`src/rtl/yuvfmt_pkg.sv`:
```
package yuvfmt_pkg;
  typedef enum logic {SLOT_U = 1'b0, SLOT_V = 1'b1} uv_slot_e;

  function automatic logic [7:0] to_offset8(input logic [7:0] s);
    return {~s[7], s[6:0]};
  endfunction
endpackage

```
`src/rtl/cref_qual.sv`:
```
module cref_qual (
  input  logic clk,
  input  logic rst,
  input  logic cref,
  output logic qual,
  output logic err
);
  logic cref_q;

  assign qual = cref & ~cref_q;

  always_ff @(posedge clk) begin
    if (rst) begin
      cref_q <= 1'b0;
      err    <= 1'b0;
    end else begin
      cref_q <= cref;
      if (cref && cref_q) err <= 1'b1;
    end
  end
endmodule

```
`src/rtl/frame_phase.sv`:
```
module frame_phase
  import yuvfmt_pkg::*;
(
  input  logic     clk,
  input  logic     rst,
  input  logic     qual,
  input  logic     href,
  output uv_slot_e cur_slot,
  output uv_slot_e last_slot
);
  logic realign;

  always_comb begin
    if (realign) cur_slot = SLOT_U;
    else         cur_slot = (last_slot == SLOT_U) ? SLOT_V : SLOT_U;
  end

  always_ff @(posedge clk) begin
    if (rst) begin
      realign   <= 1'b1;
      last_slot <= SLOT_V;
    end else begin
      if (qual) begin
        last_slot <= cur_slot;
        realign   <= href;
      end else if (href) begin
        realign <= 1'b1;
      end
    end
  end
endmodule

```
`src/rtl/lane_packer.sv`:
```
module lane_packer
  import yuvfmt_pkg::*;
#(
  parameter int W = 8
) (
  input  logic         clk,
  input  logic         rst,
  input  logic         qual,
  input  logic         load,
  input  uv_slot_e     slot,
  input  logic         valid,
  input  logic [W-1:0] y_in,
  input  logic [W-1:0] u_in,
  input  logic [W-1:0] v_in,
  output logic [W-1:0] y_q,
  output logic [W-1:0] uv_q
);
  localparam logic [W-1:0] MID = {1'b1, {(W-1){1'b0}}};

  logic [W-1:0] v_hold;

  function automatic logic [W-1:0] flip(input logic [W-1:0] s);
    return {~s[W-1], s[W-2:0]};
  endfunction

  always_ff @(posedge clk) begin
    if (rst) begin
      v_hold <= '0;
    end else if (qual && slot == SLOT_U) begin
      v_hold <= valid ? v_in : '0;
    end
  end

  always_ff @(posedge clk) begin
    if (rst) begin
      y_q  <= '0;
      uv_q <= MID;
    end else if (load) begin
      y_q <= valid ? y_in : '0;
      if (slot == SLOT_U) uv_q <= valid ? flip(u_in) : MID;
      else                uv_q <= flip(v_hold);
    end
  end
endmodule

```
`src/rtl/yuv_bus_fmt.sv`:
```
module yuv_bus_fmt
  import yuvfmt_pkg::*;
#(
  parameter int W = 8
) (
  input  logic         clk,
  input  logic         rst,
  input  logic         cref,
  input  logic         href,
  input  logic         in_valid,
  input  logic [W-1:0] in_y,
  input  logic [W-1:0] in_u,
  input  logic [W-1:0] in_v,
  input  logic         reg_oe,
  input  logic         oe_sel,
  input  logic         oe_chain,
  output logic [W-1:0] y_out,
  output logic [W-1:0] uv_out,
  output logic         bus_oe,
  output logic         out_slot,
  output logic         out_strobe,
  output logic         cref_err
);
  logic     qual;
  logic     en;
  uv_slot_e cur_slot;
  uv_slot_e last_slot;

  assign en = oe_sel ? oe_chain : reg_oe;

  cref_qual u_qual (
    .clk(clk), .rst(rst), .cref(cref), .qual(qual), .err(cref_err)
  );

  frame_phase u_phase (
    .clk(clk), .rst(rst), .qual(qual), .href(href),
    .cur_slot(cur_slot), .last_slot(last_slot)
  );

  lane_packer #(.W(W)) u_pack (
    .clk(clk), .rst(rst), .qual(qual), .load(qual & en), .slot(cur_slot),
    .valid(in_valid), .y_in(in_y), .u_in(in_u), .v_in(in_v),
    .y_q(y_out), .uv_q(uv_out)
  );

  assign out_slot = last_slot;

  always_ff @(posedge clk) begin
    if (rst) begin
      bus_oe     <= 1'b0;
      out_strobe <= 1'b0;
    end else begin
      bus_oe     <= en;
      out_strobe <= qual & en;
    end
  end
endmodule

```
`config.mk`:
```
export PLATFORM = sky130hd
export DESIGN_NAME = yuv_bus_fmt
export DESIGN_NICKNAME = d
export VERILOG_FILES = /design/src/rtl/yuvfmt_pkg.sv /design/src/rtl/cref_qual.sv /design/src/rtl/frame_phase.sv /design/src/rtl/lane_packer.sv /design/src/rtl/yuv_bus_fmt.sv
export SDC_FILE = /design/constraint.sdc
export NUM_CORES = 1
export LEC_CHECK = 0
export BUFFER_PORTS_ARGS = -buffer_cell sky130_fd_sc_hd__buf_2
export CAP_MARGIN = 20
export CORE_UTILIZATION = 45
export DETAILED_ROUTE_END_ITERATION = 10
export PLACE_DENSITY = 0.77
export SLEW_MARGIN = 20
export SYNTH_ARGS = -nofsm -noshare
export SYNTH_HDL_FRONTEND = slang
export SYNTH_HIERARCHICAL = 1
export SYNTH_SLANG_ARGS = --single-unit
export TNS_END_PERCENT = 100
```
`constraint.sdc`:
```
create_clock -name clk -period 1.7 [get_ports clk]
set_input_delay 0.255 -clock clk [delete_from_list [all_inputs] [get_ports clk]]
set_output_delay 0.255 -clock clk [all_outputs]
set_load 0.02 [all_outputs]
```
# == Word level (Yosys, flattened, before mapping) ==
# Cells that the tools add are included.
# totals
word_cells,27
out_inout_bits,20
register_bits,30
# classes
mux,9
n_reduce_logical,3
bitwise,6
# ops
operator,count
2-to-1 mux 8 bit,4
2-to-1 mux 1 bit,5
inverter 1 bit,4
bitwise AND 1 bit,2
logical AND 1 bit,2
nonzero test 2 bit,1

# == Longest topological paths before layout ==
# logic_depth
ltp_word,4
mapped_depth,7
mapped_depth_nobuf,5

# == Cells and area by module ==
# Netlist, hierarchy kept.
# by_module_without_submodules
mod,area_per_inst_um2,cells_each,n_inst,seq_area_each_um2
lane_packer,933.4,104,1,480.5
yuv_bus_fmt,72.6,6,1,40.0
frame_phase,71.3,8,1,40.0
cref_qual,63.8,6,1,40.0

# == Worst setup path before layout ==
# No wires, ideal clock.
# synth_path
path_kind,register to register
startpoint,register u_qual.cref_q
endpoint,register u_pack.y_q[0]
setup_ps,128
arrival_ps,1277
synth_period_minus_slack_ps,1404
path_slack_ps,296
required_ps,1572
stages_incl_launch_ff,8
cell_sequence,dfxtp_1 and2b_2 nor2b_1 buf_2 and2_1 buf_2 a22oi_1 nor2_1
# synth_between
elab_chain_cells,3
# synth_rtl
item,line_no,source
start: declaration,cref_qual.sv:8,logic cref_q;
start signal: assignment,cref_qual.sv:17,cref_q <= cref;
inverter 1 bit,cref_qual.sv:10,assign qual = cref & ~cref_q;
bitwise AND 1 bit,cref_qual.sv:10,
net qual,yuv_bus_fmt.sv:24,logic qual;
bitwise AND 1 bit,yuv_bus_fmt.sv:41,".clk(clk), .rst(rst), .qual(qual), .load(qual & en), .slot(cur_slot),"
end signal: assignment,lane_packer.sv:39,y_q <= valid ? y_in : '0;
end: declaration,lane_packer.sv:15,"output logic [W-1:0] y_q,"
# The timed path passes the listed nets, and every way through them passes these cells.
# A chain may end at the register's enable or synchronous reset.

# == Final worst setup path ==
# layout_path
startpoint,register u_qual.cref_q
endpoint,register u_pack.y_q[1]
# The elaborated chain is that of the path after synthesis.

==> metrics.yaml <==
status: "finished, final reports clean"
fin_setup_tns_ns: 0
grt_max_degree: 31
power.density_nw_per_um2: 1019
drcViolationCount: 0
yosysMostFrequentCell: "dfxtp_1"
crit_type: "flop to flop"
post_cts_resized: 0
cts_sinks: 30
cts_tree: "built"
clock.fmax_ghz: 0.6619
postLayoutCoreUtil_pct: 63.51
worstSetupStartpointType: "flop"
syn-num-nets: 156
hold_viol: 0
crit_path_start: "u_qual/cref_q$_SDFF_PP0_"
dp_cells: 195
syn_to_final_growth_pct: 27.85
r2r_setup_slack_ns: 0.19
worstMarginPinSlew_ns: 0.5430
use_met1_pct: 23.52
end_kind: "flop"
rsz0062_at_grt: "no"
synth_top_area_share_pct: 52.63
slew_headroom_pct: 63.73
holdBufCountCts: 0
reg2reg_depth: 5
grtUsageMet3_pct: 6.957
grt.total_usage_pct: 20.11
cp_max_fo: 8
vias: 1041
hold_slack_ns: 0.1395
drive_above_1_share_pct: 36.00
maxSlewViolCount: 0
multi_input_area_um2: 470.5
synth_common_cells: "dfxtp_1 (30), nor2_1 (19), a22oi_1 (14)"
cts_made_buffers: 5
cap_violations: 0
rr_startpoint: "u_qual/cref_q$_SDFF_PP0_"
crit_end: "u_pack/y_q[1]$_SDFFE_PP0P_"
avgRoutedWirePerCell_um: 12.26
crit_arrival_ns: 1.76
p_total_uw: 1487
synth.area.top_cells: "dfxtp_1 (53%), a22oi_1 (9.2%), nor2_1 (6.3%)"
routed_via_density: 5.128
synthCells: 124
vdd_drop_max_uv: 611.6
yosys_warnings: 6
insertedDiodeCount: 0
antenna_found_initial: 0
die-area_um2: 2741
clock_path_buffers: 2
min_path_type: "input port to flop"
grt_overflow: 0
syn-cell-area_um2: 1141
synth_edf_count: 0
die_h_um: 52.36
root_buffer: "clkbuf_4"
required_ns: 1.95
portBuffers: 51
r2r_end: "u_pack/y_q[1]$_SDFFE_PP0P_"
drt-total-wl_um: 2488
ys_seq_area_share_pct: 52.63
place_congestion: 0.7715
seq_area_um2: 600.6
grt_pass1_vias: 963
clkTransAtPathRegs_ns: 0.09
coreArea_um2: 2297
yosys.area.top_type: "dfxtp_1"
syn_avg_cell_area_um2: 9.202
synth_flop_cell: "dfxtp_1"
core.rowCount: 17
synthArstFlopShare_pct: 0
initial_core_util_pct: 49.67
cts-htree-levels: 2
fin_crit_sh_pct: 88.86
grt_first_pass_wirelength_um: 3981
p_leak_uw: 0.0006646
drt_iter0_drc: 22
clock-skew-final_ns: 0.01196
period_needed_ns: 1.511
fin_nets: 206
synth-seq-cells: 30
ant_nets: 0
drtPass1Iterations: 4
top_usage_layer: "met2"
grt_util_met2_pct: 32.07
die_x_um: 52.36
synth_cell_types: 24
cts_setup_buffers: 0
io-pin-count: 52
fillers: 217
final-setup-viol-count: 0
final_cells: 203
hpwl_um: 1801
worstSkewPairLatency_ns: 0.32
## layer usage
metal | wire length (um) | up-vias
met5 | 0 | -
met4 | 10 | 0
met3 | 204 | 2
met2 | 1191 | 48
met1 | 1081 | 458
li1 | - | 533
## worst min-delay path by stage
stage                                   from                            end  cells past startpoint
2_1_floorplan                            rst          out_strobe$_SDFF_PP0_                      1
3_3_place_gp   u_pack/v_hold[7]$_SDFFE_PP0P_  u_pack/v_hold[7]$_SDFFE_PP0P_                      2
3_5_place_dp   u_pack/v_hold[7]$_SDFFE_PP0P_  u_pack/v_hold[7]$_SDFFE_PP0P_                      2
4_1_cts                                 href   u_phase/realign$_SDFFE_PP1P_                      3
5_1_grt                                 href   u_phase/realign$_SDFFE_PP1P_                      3
6_report                                href   u_phase/realign$_SDFFE_PP1P_                      3
## cell families (layout without fill, tap and decap cells)
kind of cell | count (synthesis) | in the layout | synth area share [%]
AOI/OAI and AO/OA | 36 | 36 | 21.05
and+or+nand+nor | 45 | 45 | 19.30
muxes | 1 | 1 | 0.8772
buffers and inverters | 12 | 63 | 6.140
DFF | 30 | 30 | 52.63
## final cells by class
class                      instances  area share, %
inverter                           2         0.5146
sequential                        30          41.17
clock buffer                       7          3.087
tap                               28          2.401
timing repair buffer              53          18.52
clock inverter                     1          2.058
multi-input combinational         82          32.25
## cell usage in the layout (no fill, tap or decap), drive strengths merged
cell,Yosys,layout
a211oi,7,7
mux2i,1,1
a22oi,14,14
inv,1,2
and2b,1,1
nand2b,1,1
and2,1,1
a22o,1,1
nor2b,6,6
dfxtp,30,30
nor2,19,19
clkbuf,2,7
a211o,1,1
a21oi,11,11
nor3b,1,1
nand3,8,8
buf,8,53
nand2,8,8
o21ai,2,2
bufinv,0,1
## state kept, by name, indices dropped and copies added, names as in the netlist
register,count
bus_oe,1
out_strobe,1
u_pack/uv_q,8
u_pack/v_hold,8
u_pack/y_q,8
u_phase/last_slot,1
u_phase/realign,1
u_qual/cref_q,1
u_qual/err,1
## critical path: stages, from the launching register on
cell     delay, ns
dfxtp_1       0.32
and2b_2       0.27
nor2b_1       0.28
and2_1        0.34
a22oi_1       0.13
nor2_1        0.10
## metrics by stage
stage          setup slack, ns  cell area [um^2]
6_report                0.1893              1459
4_1_cts                0.07882              1459
5_1_grt                0.05028              1459
3_5_place_dp            0.1094              1384
2_1_floorplan           0.2958              1141
3_3_place_gp            0.2497              1384
## report_power, final
part | switching, uW | internal (uW) | leakage (uW)
combinational | 114 | 81.0 | 0.000380
clock | 227 | 312 | 0.0000395
sequential | 16.0 | 736 | 0.000245
Power figures use the tool's default switching activity.
